## src/rtl/sdes_pkg.sv

```systemverilog
// Shared types for the serial word receiver.
// Assumes: none; pure type definitions.
package sdes_pkg;

    // Per-cycle events extracted from the synchronized serial lines.
    typedef struct packed {
        logic start;    // framing mark: data moved while bit clock high
        logic rise;     // rising edge of the bit clock
        logic bit_val;  // synchronized data level this cycle
    } sdes_evt_t;

endpackage

```

## src/rtl/sdes_sync.sv

```systemverilog
// Multi-stage synchronizer for one asynchronous single-bit signal.
// Assumes: STAGES >= 2; the input is sampled by clk with no timing relation.
module sdes_sync #(
    parameter int STAGES = 2
) (
    input  logic clk,
    input  logic rst_n,
    input  logic d_i,
    output logic q_o
);
    logic [STAGES-1:0] chain;

    genvar g;
    generate
        for (g = 0; g < STAGES; g++) begin : g_stage
            // Shift the sampled level one stage further down the chain.
            always_ff @(posedge clk) begin
                if (!rst_n) begin
                    chain[g] <= 1'b0;
                end else if (g == 0) begin
                    chain[g] <= d_i;
                end else begin
                    chain[g] <= chain[(g == 0) ? 0 : g-1];
                end
            end
        end
    endgenerate

    assign q_o = chain[STAGES-1];
endmodule

```

## src/rtl/sdes_frame_det.sv

```systemverilog
// Finds bit-clock rising edges and framing marks on the synchronized lines.
// Assumes: both inputs pass through synchronizers of equal depth, so that
// a data change made while the bit clock is low never appears to fall
// inside a high phase.
module sdes_frame_det
    import sdes_pkg::*;
(
    input  logic      clk,
    input  logic      rst_n,
    input  logic      s_clk_i,
    input  logic      s_dat_i,
    output sdes_evt_t evt_o
);
    logic clk_d;
    logic dat_d;

    // Keep the previous cycle's levels for edge detection.
    always_ff @(posedge clk) begin
        if (!rst_n) begin
            clk_d <= 1'b0;
            dat_d <= 1'b0;
        end else begin
            clk_d <= s_clk_i;
            dat_d <= s_dat_i;
        end
    end

    // Classify the current cycle.
    always_comb begin
        evt_o.start   = s_clk_i && clk_d && (s_dat_i != dat_d);
        evt_o.rise    = s_clk_i && !clk_d;
        evt_o.bit_val = s_dat_i;
    end
endmodule

```

## src/rtl/sdes_shift.sv

```systemverilog
// Collects WORD_W bits after each framing mark, LSB first.
// Assumes: en is quasi-static in the clk domain. A start and a rise never
// coincide, because a start needs the clock high on two cycles.
// Outputs the completed word combinationally with a one-cycle done flag.
module sdes_shift
    import sdes_pkg::*;
#(
    parameter int WORD_W = 12
) (
    input  logic              clk,
    input  logic              rst_n,
    input  logic              en_i,
    input  sdes_evt_t         evt_i,
    output logic [WORD_W-1:0] word_o,
    output logic              done_o
);
    localparam int CNT_W = $clog2(WORD_W);

    logic [WORD_W-1:0] shreg;
    logic [CNT_W-1:0]  cnt;
    logic              busy;
    logic              take;

    assign take   = en_i && busy && evt_i.rise;
    assign word_o = {evt_i.bit_val, shreg[WORD_W-1:1]};
    assign done_o = take && (cnt == CNT_W'(WORD_W-1));

    // Track the word in progress: restart on a mark, shift on each rise.
    always_ff @(posedge clk) begin
        if (!rst_n) begin
            shreg <= '0;
            cnt   <= '0;
            busy  <= 1'b0;
        end else if (!en_i) begin
            busy <= 1'b0;
            cnt  <= '0;
        end else if (evt_i.start) begin
            busy <= 1'b1;
            cnt  <= '0;
        end else if (take) begin
            shreg <= word_o;
            if (done_o) begin
                busy <= 1'b0;
                cnt  <= '0;
            end else begin
                cnt <= cnt + 1'b1;
            end
        end
    end
endmodule

```

## src/rtl/sdes_outstage.sv

```systemverilog
// Registers the parallel word and shapes the active-low strobe.
// Assumes: words arrive farther apart than STB_LOW_CYC cycles. A new word
// that arrives earlier restarts the low time.
module sdes_outstage #(
    parameter int WORD_W      = 12,
    parameter int STB_LOW_CYC = 56
) (
    input  logic              clk,
    input  logic              rst_n,
    input  logic              en_i,
    input  logic              load_i,
    input  logic [WORD_W-1:0] word_i,
    output logic [WORD_W-1:0] par_o,
    output logic              stb_n_o
);
    localparam int LOW_W = $clog2(STB_LOW_CYC + 1);

    logic [LOW_W-1:0] low_cnt;

    // Latch the word and drop the strobe together, then time the low phase.
    always_ff @(posedge clk) begin
        if (!rst_n) begin
            par_o   <= '0;
            stb_n_o <= 1'b1;
            low_cnt <= '0;
        end else if (!en_i) begin
            stb_n_o <= 1'b1;
            low_cnt <= '0;
        end else if (load_i) begin
            par_o   <= word_i;
            stb_n_o <= 1'b0;
            low_cnt <= LOW_W'(STB_LOW_CYC - 1);
        end else if (!stb_n_o) begin
            if (low_cnt == '0) begin
                stb_n_o <= 1'b1;
            end else begin
                low_cnt <= low_cnt - 1'b1;
            end
        end
    end
endmodule

```

## src/rtl/sdes_rx.sv

```systemverilog
// Serial word receiver top: synchronizers, framing detection, shifting and
// output staging. Assumes clk runs at least 4x the serial bit rate, and
// that dir_i is synchronous to clk.
module sdes_rx
    import sdes_pkg::*;
#(
    parameter int WORD_W      = 12,
    parameter int STB_LOW_CYC = 56,
    parameter int SYNC_STAGES = 2
) (
    input  logic              clk,
    input  logic              rst_n,
    input  logic              dir_i,
    input  logic              ser_clk_i,
    input  logic              ser_dat_i,
    output logic [WORD_W-1:0] par_dat_o,
    output logic              wstb_n_o,
    output logic              tx_en_o
);
    logic              s_clk;
    logic              s_dat;
    logic              rx_en;
    sdes_evt_t         evt;
    logic [WORD_W-1:0] word;
    logic              done;

    assign rx_en   = !dir_i;
    assign tx_en_o = dir_i;

    sdes_sync #(.STAGES(SYNC_STAGES)) u_sync_clk (
        .clk(clk), .rst_n(rst_n), .d_i(ser_clk_i), .q_o(s_clk)
    );

    sdes_sync #(.STAGES(SYNC_STAGES)) u_sync_dat (
        .clk(clk), .rst_n(rst_n), .d_i(ser_dat_i), .q_o(s_dat)
    );

    sdes_frame_det u_det (
        .clk(clk), .rst_n(rst_n), .s_clk_i(s_clk), .s_dat_i(s_dat), .evt_o(evt)
    );

    sdes_shift #(.WORD_W(WORD_W)) u_shift (
        .clk(clk), .rst_n(rst_n), .en_i(rx_en), .evt_i(evt),
        .word_o(word), .done_o(done)
    );

    sdes_outstage #(.WORD_W(WORD_W), .STB_LOW_CYC(STB_LOW_CYC)) u_out (
        .clk(clk), .rst_n(rst_n), .en_i(rx_en), .load_i(done),
        .word_i(word), .par_o(par_dat_o), .stb_n_o(wstb_n_o)
    );
endmodule

```

## config.mk

```make
export PLATFORM = sky130hd
export DESIGN_NAME = sdes_rx
export DESIGN_NICKNAME = d
export VERILOG_FILES = /design/src/rtl/sdes_pkg.sv /design/src/rtl/sdes_sync.sv /design/src/rtl/sdes_frame_det.sv /design/src/rtl/sdes_shift.sv /design/src/rtl/sdes_outstage.sv /design/src/rtl/sdes_rx.sv
export SDC_FILE = /design/constraint.sdc
export NUM_CORES = 1
export LEC_CHECK = 0
export BUFFER_PORTS_ARGS = -buffer_cell sky130_fd_sc_hd__buf_2
export CAP_MARGIN = 30
export CORE_ASPECT_RATIO = 1.2
export CORE_MARGIN = 5
export CORE_UTILIZATION = 28
export CTS_CLUSTER_DIAMETER = 80
export CTS_CLUSTER_SIZE = 8
export DETAILED_ROUTE_END_ITERATION = 8
export PLACE_DENSITY = 0.54
export RECOVER_POWER = 50
export SYNTH_ARGS = -nofsm -noshare
export SYNTH_HDL_FRONTEND = slang
export SYNTH_SLANG_ARGS = --single-unit
```

## constraint.sdc

```tcl
create_clock -name clk -period 1.4 [get_ports clk]
set_input_delay 0.21 -clock clk [delete_from_list [all_inputs] [get_ports clk]]
set_output_delay 0.21 -clock clk [all_outputs]
set_load 0.1 [all_outputs]
```

== Word level (Yosys, flattened, before mapping) ==
Index checks and enable logic that the tools add are counted.

* Word-level logic and storage cells: 53
* Input port bits: 5
* Output and inout bits: 14
* Bits in registers: 42

* Bitwise logic cells: 5
* Reductions and logical operators: 19
* Add/sub/neg operators: 2
* Muxes and demuxes: 10
* Equality and inequality tests: 4

{| class="wikitable"
|+ Operators with widths
! operator !! count
|-
| two-way mux 6 bit || 3
|-
| AND reduction 2 bit || 4
|-
| logical AND 1 bit || 6
|-
| zero test 6 bit || 1
|-
| two-way mux 1 bit || 6
|-
| OR reduction 3 bit || 2
|-
| subtractor 6 x 1 -> 6 bit, second input constant || 1
|-
| inverter 1 bit || 5
|-
| adder 4 x 1 -> 4 bit, second input constant || 1
|-
| == test 4 bit, second input constant || 1
|-
| two-way mux 4 bit || 1
|-
| inequality test 2 bit, second input constant || 2
|-
| nonzero test 2 bit || 2
|-
| AND reduction 3 bit || 1
|-
| zero test 1 bit || 2
|-
| OR reduction 2 bit || 1
|-
| inequality test 1 bit || 1
|}

== Depth between registers and ports, before layout ==
* Depth in word-level cells: 7
* Mapped depth: 7
* Gate-level depth less buffers: 6

== Cells and area by module ==
A second synthesis with hierarchy kept.

* Cell total of the unflattened synthesis: 193
* Area total of the unflattened synthesis: 1730.4 um^2

{| class="wikitable"
|+ Modules (own cells, without submodules)
! module !! instances !! cells each !! seq. area each (um^2) !! area each (um^2)
|-
| sdes_outstage || 1 || 99 || 380.4 || 864.6
|-
| sdes_shift || 1 || 76 || 320.3 || 666.9
|-
| sdes_sync || 2 || 4 || 40.0 || 52.6
|-
| sdes_frame_det || 1 || 8 || 40.0 || 82.6
|-
| sdes_rx || 1 || 2 || 0.0 || 11.3
|}

== Worst setup path before layout ==
OpenSTA, ideal clock, no wires.

* Path kind: reg2reg
* Start point: register u_out.stb_n_o
* End point: register u_out.low_cnt[5]
* Library setup time: 0.123 ns
* Stages on the path, launching flop included: 5
* Data required time: 1.277 ns
* Arrival time: 1.665 ns
* Clock period less this slack: 1.789 ns
* Path buffers: 0
* Path slack: -0.389 ns
* Cells stage by stage: dfxtp_1 > or4_4 > nor4_4 > xnor2_1 > a21oi_2

* Cells in the longest elaborated chain, start to end: 2

{| class="wikitable"
|+ Ends and longest elaborated chain
! item !! RTL line !! RTL
|-
| from (decl) || sdes_outstage.sv:14 || <nowiki>output logic stb_n_o</nowiki>
|-
| from (signal assigned) || sdes_outstage.sv:24 || <nowiki>stb_n_o <= 1'b1;</nowiki>
|-
| from (signal assigned) || sdes_outstage.sv:27 || <nowiki>stb_n_o <= 1'b1;</nowiki>
|-
| from (signal assigned) || sdes_outstage.sv:31 || <nowiki>stb_n_o <= 1'b0;</nowiki>
|-
| inequality test 2 bit (no source line) || -- ||
|-
| AND reduction 2 bit (no source line) || -- ||
|-
| to (signal assigned) || sdes_outstage.sv:32 || <nowiki>low_cnt <= LOW_W'(STB_LOW_CYC - 1);</nowiki>
|-
| to (signal assigned) || sdes_outstage.sv:37 || <nowiki>low_cnt <= low_cnt - 1'b1;</nowiki>
|-
| to (decl) || sdes_outstage.sv:18 || <nowiki>logic [LOW_W-1:0] low_cnt;</nowiki>
|}

Every way passes these cells.
A chain may end at the register's enable or synchronous reset.

== Worst setup path after layout ==
* Start point: register u_out.low_cnt[1]
* End point: register u_out.low_cnt[5]

* Cells in the longest elaborated chain, start to end: 4
* Elaborated cells between the ends (all ways): 7
* Classes of those cells: add/sub (1); eq/ne (1); mux (3); reduce/logical (2)

{| class="wikitable"
|+ Ends and longest elaborated chain
! item !! RTL line !! RTL
|-
| subtractor 6 x 1 -> 6 bit || sdes_outstage.sv:37 ||
|-
| two-way mux 6 bit || sdes_outstage.sv:34 || <nowiki>if (low_cnt == '0) begin</nowiki>
|-
| two-way mux 6 bit || sdes_outstage.sv:33 || <nowiki>end else if (!stb_n_o) begin</nowiki>
|-
| two-way mux 6 bit || sdes_outstage.sv:29 || <nowiki>end else if (load_i) begin</nowiki>
|}

Several ways; a longest one is shown, not always the timed one. The select of a mux whose other input is x is not followed.

==> metrics <==
crit path max-delay cell type=or4_4; Worst-Margin Slew=roughly 540 ps; Port Buffer Count=18; Mapped Nets=around 190; via count=approximately 1300; Initial DRC Count=between 50 and 60; total CTS buffers=5; clk_skew=approximately 5.5 ps; Crit. Startpoint=u_out.low_cnt[1]; fmax=approximately 670 MHz; die footprint=between 7000 and 8000 um2; top cells by area, synth=dfxtp_1 (51%), nand2_1 (12%), a21boi_0 (11%); Netlist cell types=28; hpwl dp=roughly 2200 um; #FFs+latches synth=between 40 and 50; Synth Warn #=0; # DRC=0; final hold slack=~130 ps; CP cell instances=or4_4, nor4_4, xnor2_1, a21oi_2; FF-to-FF Start=u_out.low_cnt[1]; placed cell areas=around 1900 um2; Avg WL per Cell=about 11 um; synthesized area=~1600 um2; CP Data Required Time=roughly 1600 ps; Hold-fix buffers, CTS=0; Starting Density=0.288; RSZ-0062 raised after global routing=true; slowest stage delay, CP=560 ps; count leader, synth=nand2_1; Detailed Route WL=roughly 3100 um; Setup TNS=-109 ps; H-tree levels=2; critical path capture point type=register; Mapped Cells=183; Post-Place Setup Slack=-89.5 ps; die span in x=79.4 um; worst r2r dst=u_out.low_cnt[5]; post-CTS setup buffers=0; Routed Antenna Nets=0; Clock Tree Buf Depth=2; Crit path max-delay family=simple AND/OR/NAND/NOR gates; number of global-route vias before repair=about 1200; First-pass DRT Iterations=4; status=finished with violations; largest net degree at the start of global routing=23; final setup fails=2; max-slew violations=0; Seq/Total Area, Yosys=0.507; Critical Path End=u_out.low_cnt[5]; ys async rst share=0; # IOs=19; Reg2Reg Depth=4; Final Cell Area=2040 um2; R2R setup slack=-90 ps; max cap viols=0; Post-synth EDFFs=0; share of the synthesized area in the top cell type=0.507; peak supply drop=~0.4 mV; Die Y=slightly above 90 um; CTS tree=yes; first-pass GRT wire length=about 5300 um; commonest cells in the netlist=nand2_1 (51), dfxtp_1 (41), a21boi_0 (23); area leader, netlist=dfxtp_1; minimum period implied by the final worst setup slack=1490 ps; worst setup margin=-87.7 ps; arrival time worst endpoint=about 1700 ps; gr ovfl total=0; Num Clock Sinks=41; proportion of layout cells with a drive suffix above 1=0.274; Syn Area/Cell=roughly 8.9 um2; Critical Path Source Type=register; area delta synth->final=26.0%; crit path kind=register to register; fillers=just over 600; PD cells=1010 nW/um2; via density per instance=around 4.5; final hold vios=0; Root Buffer=clkbuf_8; worst hold-check path type=primary input to register; routability congestion estimate=slightly above 0.8; diodes inserted=0; CTS clock-pin slew for the worst setup and hold paths=approximately 80 ps; leakage=0.754 nW; Final Cycle Share=1.06; failing checks=negative setup slack; cell count along the critical path=4; Total Nets Final=~230; initial antenna violation count=0; CORE AREA=5630 um2; total track usage=0.0899; worst-path fanout max=3; Most used DFF post-synth=dfxtp_1; Skew-Pair Late Insertion Delay=between 200 and 300 ps; row cnt=30; Buf/Inv on CP=0; Worst slew margin=0.642
[report_power, final]
group	switching, mW	leakage, nW	internal, mW	total [mW]
logic	0.0327	0.368	0.0204	0.0531
registers	0.00364	0.333	1.17	1.17
clock network	0.384	0.0542	0.445	0.829
[worst min path at each step]
stage | start | endpoint | slack, ps | cells past startpoint
6_report | ser_dat_i | u_sync_dat.chain[0] | 130 | 2
3_3_place_gp | u_sync_dat.chain[0] | u_sync_dat.q_o | 420 | 1
2_1_floorplan | dir_i | u_out.stb_n_o | 320 | 2
5_1_grt | ser_dat_i | u_sync_dat.chain[0] | 130 | 2
3_5_place_dp | u_sync_clk.chain[0] | u_sync_clk.q_o | 420 | 1
4_1_cts | ser_dat_i | u_sync_dat.chain[0] | 120 | 2
[logic make-up (layout without fill, tap and decap cells)]
group,Yosys count,after routing,synth area share
simple gates,81,81,0.245
flops,41,41,0.507
compound gates,39,39,0.163
buf+inv,15,51,0.0402
fa+ha+maj,3,3,0.0232
xor+xnor,3,3,0.0162
mux,1,1,0.00618
[layer usage]
metal | vias up | part of all wire | global-route usage
met2 | 21 | 0.48 | 0.153
met4 | 0 | 0.016 | 0.0430
met5 | - | 0 | 0
li1 | 672 | - | -
met3 | 4 | 0.031 | 0.0260
met1 | 581 | 0.47 | 0.102
[what timing repair did]
item,in CTS,in global routing
gates resized for setup,3,15
cloned,0,1
pin swaps,0,1
setup endpoints to repair,5,19
[per-stage QoR]
stage / cells / total power [mW] / util
finish: 283 / 2.06 / 0.363
global route: 283 / 2.15 / 0.363
CTS: 282 / 2.09 / 0.356
detailed placement: 274 / 1.26 / 0.336
global placement: 274 / 1.26 / 0.336
floorplan: 183 / 1.24 / -
[layout by cell type, fill, tap and decap left out, types with 2 or more instances in the layout]
cell       n
nand3_1    2
buf_2     12
o21ai_0    3
ha_1       2
nor3_1     5
and2_1     2
a21boi_1   3
buf_4     16
nor2b_1    2
clkbuf_4   2
inv_1      4
a21oi_1    9
nand2b_1   2
a311oi_1   2
clkbuf_1   3
clkbuf_2   5
a21oi_2    2
dfxtp_1   37
nor2_1     4
a21boi_0  20
dfxtp_2    3
and2_0     4
clkbuf_8   7
nand2_1   50
[registers in the layout, summed over array words and instances (netlist names)]
name,cells
u_shift.shreg,11
u_sync_dat.q_o,1
u_sync_clk.chain,1
u_shift.busy,1
u_sync_dat.chain,1
u_det.clk_d,1
u_det.dat_d,1
u_out.low_cnt,6
u_out.stb_n_o,1
u_sync_clk.q_o,1
u_out.par_o,12
u_shift.cnt,4
[layout make-up]
cell class,instances,area (um2),area share
well taps,64,80.1,0.0392
flip-flops and latches,41,828,0.406
clock inverters,1,5.00,0.00245
inverters,4,15.0,0.00735
repair buffers,39,243,0.119
multi-input cells,127,774,0.379
clock buffers,7,96.3,0.0472
(Power assumes the default switching activity.)
